<file path="config.mk">
export PLATFORM = sky130hd
export DESIGN_NAME = vpe_run_ctrl
export DESIGN_NICKNAME = d
export VERILOG_FILES = /design/src/rtl/vpe_run_pkg.sv /design/src/rtl/vpe_cmd_dec.sv /design/src/rtl/vpe_slot.sv /design/src/rtl/vpe_run_ctrl.sv
export SDC_FILE = /design/constraint.sdc
export NUM_CORES = 1
export LEC_CHECK = 0
export BUFFER_PORTS_ARGS = -buffer_cell sky130_fd_sc_hd__buf_2
export CAP_MARGIN = 20
export CELL_PAD_IN_SITES_DETAIL_PLACEMENT = 2
export CELL_PAD_IN_SITES_GLOBAL_PLACEMENT = 2
export CORE_MARGIN = 2
export CORE_UTILIZATION = 24
export DETAILED_ROUTE_END_ITERATION = 8
export GPL_TIMING_DRIVEN = 0
export PLACE_DENSITY_LB_ADDON = 0.05
export SYNTH_ARGS = -nofsm -noshare
export SYNTH_HDL_FRONTEND = slang
export SYNTH_SLANG_ARGS = --single-unit
</file>
<file path="constraint.sdc">
create_clock -name clk -period 1.97 [get_ports clk]
set_clock_uncertainty 0.1 [all_clocks]
set_input_delay 0.197 -clock clk [delete_from_list [all_inputs] [get_ports clk]]
set_output_delay 0.197 -clock clk [all_outputs]
set_load 0.02 [all_outputs]
</file>
<file path="src/rtl/vpe_run_pkg.sv">
package vpe_run_pkg;

    // Run state per VPE: halted flag x wake-pending bit.
    typedef enum logic [1:0] {
        ST_RUN        = 2'b00,
        ST_RUN_WAKE   = 2'b01,
        ST_SLEEP      = 2'b10,
        ST_SLEEP_WAKE = 2'b11
    } vpe_state_e;

endpackage

</file>
<file path="src/rtl/vpe_cmd_dec.sv">
module vpe_cmd_dec #(
    parameter int NUM_VPE = 4,
    parameter int IDX_W   = 2
) (
    input  logic               stop_others,
    input  logic               start_others,
    input  logic [IDX_W-1:0]   cmd_vpe,
    input  logic               halt_wr_en,
    input  logic [IDX_W-1:0]   halt_wr_vpe,
    input  logic               wait_en,
    input  logic [IDX_W-1:0]   wait_vpe,
    output logic [NUM_VPE-1:0] stop_vec,
    output logic [NUM_VPE-1:0] start_vec,
    output logic [NUM_VPE-1:0] hwr_vec,
    output logic [NUM_VPE-1:0] wait_vec
);

    // Per-VPE one-hot strobes; broadcasts exclude the issuer.
    for (genvar gi = 0; gi < NUM_VPE; gi++) begin : g_dec
        logic is_issuer;
        assign is_issuer     = (cmd_vpe == IDX_W'(gi));
        assign stop_vec[gi]  = stop_others  && !is_issuer;
        assign start_vec[gi] = start_others && !is_issuer;
        assign hwr_vec[gi]   = halt_wr_en   && (halt_wr_vpe == IDX_W'(gi));
        assign wait_vec[gi]  = wait_en      && (wait_vpe    == IDX_W'(gi));
    end

endmodule

</file>
<file path="src/rtl/vpe_slot.sv">
module vpe_slot
    import vpe_run_pkg::*;
#(
    parameter bit BOOT_RUN = 1'b0
) (
    input  logic clk,
    input  logic rst_n,
    input  logic mt_en,
    input  logic activate,
    input  logic tc_act,
    input  logic irq,
    input  logic ev_stop,
    input  logic ev_start,
    input  logic hw_we,
    input  logic hw_bit,
    input  logic wait_req,
    output logic en,
    output logic tc_halt,
    output logic halted,
    output logic wake_req,
    output logic has_work
);

    localparam vpe_state_e BOOT_STATE = BOOT_RUN ? ST_RUN : ST_SLEEP;

    vpe_state_e st_q, st_d;
    logic       en_q, th_q;
    logic       active, in_wfi;
    logic       take_stop, take_start, take_hw, take_wait, no_cmd;
    logic       go_sleep, go_wake, go_release;

    // Output decode of the state.
    always_comb begin
        unique case (st_q)
            ST_RUN:        begin halted = 1'b0; wake_req = 1'b0; end
            ST_RUN_WAKE:   begin halted = 1'b0; wake_req = 1'b1; end
            ST_SLEEP:      begin halted = 1'b1; wake_req = 1'b0; end
            ST_SLEEP_WAKE: begin halted = 1'b1; wake_req = 1'b1; end
            default:       begin halted = 1'b1; wake_req = 1'b0; end
        endcase
    end

    assign en      = en_q;
    assign tc_halt = th_q;
    assign active  = en_q && activate && tc_act && !th_q;
    assign in_wfi  = halted && active;
    assign has_work = mt_en ? (active && (wake_req || irq)) : irq;

    // Command priority: stop, start, halt write, wait.
    assign take_stop  = ev_stop;
    assign take_start = !ev_stop && ev_start && !in_wfi;
    assign take_hw    = !take_stop && !take_start && hw_we;
    assign take_wait  = !take_stop && !take_start && !hw_we && wait_req;
    assign no_cmd     = !take_stop && !take_start && !hw_we && !wait_req;

    assign go_sleep   = take_stop || (take_hw && hw_bit) || take_wait;
    assign go_wake    = take_start ||
                        (take_hw && !hw_bit && en_q && activate && tc_act && !halted);
    assign go_release = no_cmd && halted && has_work;

    // Next-state logic.
    always_comb begin
        st_d = st_q;
        unique case (st_q)
            ST_RUN: begin
                if (go_sleep)      st_d = ST_SLEEP;
                else if (go_wake)  st_d = ST_RUN_WAKE;
            end
            ST_RUN_WAKE: begin
                if (go_sleep)      st_d = ST_SLEEP;
            end
            ST_SLEEP: begin
                if (go_wake)         st_d = ST_SLEEP_WAKE;
                else if (go_release) st_d = ST_RUN;
            end
            ST_SLEEP_WAKE: begin
                if (go_sleep)        st_d = ST_SLEEP;
                else if (go_release) st_d = ST_RUN_WAKE;
            end
            default: st_d = ST_SLEEP;
        endcase
    end

    // State register.
    always_ff @(posedge clk or negedge rst_n) begin
        if (!rst_n) begin
            st_q <= BOOT_STATE;
            en_q <= BOOT_RUN;
            th_q <= 1'b0;
        end else begin
            st_q <= st_d;
            if (take_stop)       en_q <= 1'b0;
            else if (take_start) en_q <= 1'b1;
            if (hw_we)           th_q <= hw_bit;
        end
    end

    AST_SLEEP_SETTLES: assert property (@(posedge clk) disable iff (!rst_n)
        go_sleep |=> (halted && !wake_req));

    AST_WAKE_KEEPS_HALT: assert property (@(posedge clk) disable iff (!rst_n)
        (take_start && halted) |=> (halted && wake_req));

    AST_RELEASE_NEXT: assert property (@(posedge clk) disable iff (!rst_n)
        (halted && has_work && !ev_stop && !ev_start && !hw_we && !wait_req) |=> !halted);

    AST_INACTIVE_IDLE: assert property (@(posedge clk) disable iff (!rst_n)
        (mt_en && !en_q) |-> !has_work);

    AST_WFI_UNDISTURBED: assert property (@(posedge clk) disable iff (!rst_n)
        (ev_start && !ev_stop && in_wfi) |=> (en_q == $past(en_q)));

endmodule

</file>
<file path="src/rtl/vpe_run_ctrl.sv">
module vpe_run_ctrl #(
    parameter  int NUM_VPE = 4,
    parameter  int DATA_W  = 32,
    localparam int IDX_W   = (NUM_VPE > 1) ? $clog2(NUM_VPE) : 1
) (
    input  logic               clk,
    input  logic               rst_n,
    input  logic               mt_feature,
    input  logic [NUM_VPE-1:0] vpe_activate,
    input  logic [NUM_VPE-1:0] tc_activated,
    input  logic [NUM_VPE-1:0] irq_pending,
    input  logic               halt_wr_en,
    input  logic [IDX_W-1:0]   halt_wr_vpe,
    input  logic [DATA_W-1:0]  halt_wr_data,
    input  logic               wait_en,
    input  logic [IDX_W-1:0]   wait_vpe,
    input  logic               stop_others,
    input  logic               start_others,
    input  logic [IDX_W-1:0]   cmd_vpe,
    output logic [NUM_VPE-1:0] vpe_enable,
    output logic [NUM_VPE-1:0] tc_halt,
    output logic [NUM_VPE-1:0] vpe_halted,
    output logic [NUM_VPE-1:0] wake_pending,
    output logic [NUM_VPE-1:0] has_work,
    output logic [NUM_VPE-1:0] prev_ctrl,
    output logic               prev_ctrl_valid
);

    logic [NUM_VPE-1:0] stop_vec, start_vec, hwr_vec, wait_vec;
    logic               bcast;

    vpe_cmd_dec #(.NUM_VPE(NUM_VPE), .IDX_W(IDX_W)) u_dec (
        .stop_others (stop_others),
        .start_others(start_others),
        .cmd_vpe     (cmd_vpe),
        .halt_wr_en  (halt_wr_en),
        .halt_wr_vpe (halt_wr_vpe),
        .wait_en     (wait_en),
        .wait_vpe    (wait_vpe),
        .stop_vec    (stop_vec),
        .start_vec   (start_vec),
        .hwr_vec     (hwr_vec),
        .wait_vec    (wait_vec)
    );

    for (genvar gv = 0; gv < NUM_VPE; gv++) begin : g_vpe
        vpe_slot #(.BOOT_RUN(gv == 0)) u_slot (
            .clk     (clk),
            .rst_n   (rst_n),
            .mt_en   (mt_feature),
            .activate(vpe_activate[gv]),
            .tc_act  (tc_activated[gv]),
            .irq     (irq_pending[gv]),
            .ev_stop (stop_vec[gv]),
            .ev_start(start_vec[gv]),
            .hw_we   (hwr_vec[gv]),
            .hw_bit  (halt_wr_data[0]),
            .wait_req(wait_vec[gv]),
            .en      (vpe_enable[gv]),
            .tc_halt (tc_halt[gv]),
            .halted  (vpe_halted[gv]),
            .wake_req(wake_pending[gv]),
            .has_work(has_work[gv])
        );
    end

    assign bcast = stop_others || start_others;

    // Previous-control return register.
    always_ff @(posedge clk or negedge rst_n) begin
        if (!rst_n) begin
            prev_ctrl       <= '0;
            prev_ctrl_valid <= 1'b0;
        end else begin
            prev_ctrl_valid <= bcast;
            if (bcast) prev_ctrl <= vpe_enable;
        end
    end

    AST_PREV_RETURN: assert property (@(posedge clk) disable iff (!rst_n)
        bcast |=> (prev_ctrl_valid && prev_ctrl == $past(vpe_enable)));

    AST_ISSUER_KEPT: assert property (@(posedge clk) disable iff (!rst_n)
        bcast |=> (vpe_enable[$past(cmd_vpe)] == $past(vpe_enable[cmd_vpe])));

endmodule

</file>
==> metrics.csv <==
stage,metric,value,unit
timing,worst-margin pin slew,0.674,ns
outcome,status,"complete, but fails checks",
logic_synthesis,post-synthesis cell count,213,
placed_design,Final HPWL DP,4780,um
worst_setup_path,WP data arrival,2.30,ns
logic_synthesis,Ys Warns,0,
route,wire per inst,16.4,um
floorplan,core area,7730,sq um
route,initial DRC count,19,
floorplan,die area,8750,sq um
worst_setup_path,CP Class,register to register,
placed_design,post-place setup slack,-0.239,ns
grt,first-pass GRT wire length,9780,um
route,Post-Route WL,6430,um
placed_design,number of port buffers,48,
flow_run,MaxCap Viol Count,0,
min_path,Hold Path Class,input pin to register,
placed_design,placer congestion estimate,0.769,
pwr,Tot Pwr,3.87,mW
cells_and_area,area delta synth->final,53.4,%
timing,Final Slew Violations,0,
logic_synthesis,Post-synth EDFFs,0,
timing,final worst-path cycle share,1.11,
clock_network,H-tree Lvls,1,
logic_synthesis,post-synthesis sequential area ratio,0.276,
timing,maximum clock rate,0.458,GHz
cells_and_area,Layout Utilization,0.382,
grt,initial antenna violation count,0,
worst_setup_path,crit-path max FO,4,
worst_setup_path,Critical Path RT,2.08,ns
clock_network,CTS buffer count,3,
timing,Final setup viols,9,
route,antenna-violating nets left,0,
pwr,Cell Pwr Density,1310,nW/um^2
logic_synthesis,"count leader, synth",inv_1,
grt,GRT Overall Usage,0.145,
logic_synthesis,syn avg cell area,9.03,sq um
worst_setup_path,crit start category,register,
route,1st-pass router iterations,3,
timing,final hold viol count,0,
floorplan,I/O pins,82,
clock_network,CTS Sinks,21,
logic_synthesis,ys flop type,dfrtp_1,
logic_synthesis,Synth top area share,0.221,
floorplan,die width,93.5,um
logic_synthesis,"area leader, netlist",dfrtp_1,
timing,Final WS setup,-0.214,ns
clock_network,"Clk Latency, worst-skew pair",0.28,ns
route,vias per cell,4.67,
cells_and_area,share of cells above drive strength 1,0.600,
outcome,failing checks,negative setup slack,
clock_network,clock root cell,clkbuf_8,
logic_synthesis,register bit total from synthesis,21,
worst_setup_path,CP Capture Type,register,
logic_synthesis,async set-reset flop share out of synthesis,1.00,
clock_network,buffer depth of the longest clock path,2,
grt,gr ovfl total,0,
pwr,VDD IR-drop max,0.505,mV
route,DRC,0,
cells_and_area,Final nets,364,
cells_and_area,fill cell count,855,
floorplan,Rows,32,
clock_network,"CTS clk-pin slew, worst paths",0.10,ns
timing,Tmin final,2.18,ns
route,routed vias,1832,
logic_synthesis,Post-Syn Nets,286,
cells_and_area,ant diodes,0,
pwr,static leakage,1.35,nW
grt,largest net degree at the start of global routing,22,
timing,RSZ-0062 raised after global routing,true,
logic_synthesis,Netlist Area Pre-Place,1920,sq um
timing,Max-Slew Margin vs Limit,0.549,
grt,vias in the first global route,1954,
logic_synthesis,post-synth cell types,48,
timing,Setup TNS,-1.36,ns
logic_synthesis,largest cells by area after synthesis,"dfrtp_1, ha_1, buf_4, dfstp_2, inv_1",
placed_design,Post-Place Cells,363,
floorplan,Initial Utilization,0.249,
logic_synthesis,top post-synthesis cells by count,"inv_1, buf_4, dfrtp_1",
cells_and_area,Final Non-Filler Cells,392,
floorplan,die extent in y,93.5,um
clock_network,TritonCTS clock tree,yes,
==> what timing repair did <==
item	4_1_cts	5_1_grt
endpoints found under the hold margin	17	0
setup endpoints to repair	15	15
resized for setup	31	29
pin swaps	19	18
hold buffers	1	0
buffers inserted	19	9
==> critical path, stage by stage (launching register included) <==
cell and delay (ns):
dfstp_2 0.62, ha_4 0.17, nor2_2 0.05, o211a_4 0.25, o41ai_4 0.30, o21ai_1 0.12, a21oi_2 0.19, mux2_4 0.31
==> cells by family (layout without fill, tap and decap cells) <==
family	Yosys count	count (layout)	synth area share
AO/OA/AOI/OAI	56	56	0.224
AND/OR/NAND/NOR	54	54	0.159
buffers and inverters	48	125	0.135
flip-flops	21	21	0.276
multiplexers	18	18	0.103
adder cells (fa/ha/maj)	16	16	0.104
==> sequential cells by signal (all words and copies together), names as in the netlist <==
| name | cells |
|---|---|
| prev_ctrl | 4 |
| prev_ctrl_valid | 1 |
| g_vpe.u_slot.st_q | 8 |
| g_vpe.u_slot.tc_halt | 4 |
| g_vpe.u_slot.en | 4 |
==> where the power goes <==
part | leakage (nW) | internal, mW | switching (mW)
registers | 0.248 | 0.591 | 0.162
clock network | 0.0255 | 0.142 | 0.176
logic | 1.08 | 1.47 | 1.34
total | 1.35 | 2.20 | 1.67
==> layout by cell type (no fill, tap or decap), types with 4 or more instances in the layout <==
master	count
nor2_1	6
o21ai_1	5
buf_6	9
ha_4	12
o21ai_0	4
buf_2	42
nand2_1	16
mux2_2	7
mux2i_1	7
a21o_1	5
dfrtp_1	15
inv_1	16
dfstp_2	4
ha_1	4
inv_2	9
o21ai_2	4
nand4b_1	4
buf_4	42
a31oi_1	8
mux2_4	4
==> per-layer routing <==
layer	track usage	up-vias	wire (um)
met5	0	-	0
met4	0.0184	0	29
met3	0.0218	2	193
met2	0.275	26	3410
met1	0.176	908	2800
li1	-	896	-
==> worst paths after layout <==
path / start / end / slack [ns] / depth (start not counted)
worst max-delay path: g_vpe[2].u_slot.st_q[1] / g_vpe[2].u_slot.st_q[1] / -0.21 / 7
worst min-delay path: start_others / prev_ctrl_valid / 0.16 / 3
worst max register to register: g_vpe[2].u_slot.st_q[1] / g_vpe[2].u_slot.st_q[1] / -0.21 / 7
worst min register to register: prev_ctrl[1] / prev_ctrl[1] / 0.41 / 1
max in group asynchronous: rst_n / g_vpe[0].u_slot.st_q[1] / 0.97 / 2
min in group asynchronous: rst_n / prev_ctrl[1] / 0.35 / 2
==> area by class of cell <==
cell class              count  area (sq um)  share of cell area
clock buffers               3          41.3              0.0140
multi-input cells         144          1500               0.509
repair buffers             77           505               0.171
plain buffers              18           135              0.0458
clock inverters             1          5.00             0.00170
well taps                 102           128              0.0433
flip-flops and latches     21           533               0.181
inverters                  26           100              0.0339
==> through the flow <==
| step | hold WS, ns | instance area [sq um] |
|---|---|---|
| after floorplan | -0.199 | 2070 |
| after global placement | 0.138 | 2440 |
| after detailed placement | 0.138 | 2440 |
| after CTS | 0.166 | 2770 |
| after global routing | 0.172 | 2950 |
| final | 0.160 | 2950 |
No activity file was read; power rests on OpenSTA's default activity.
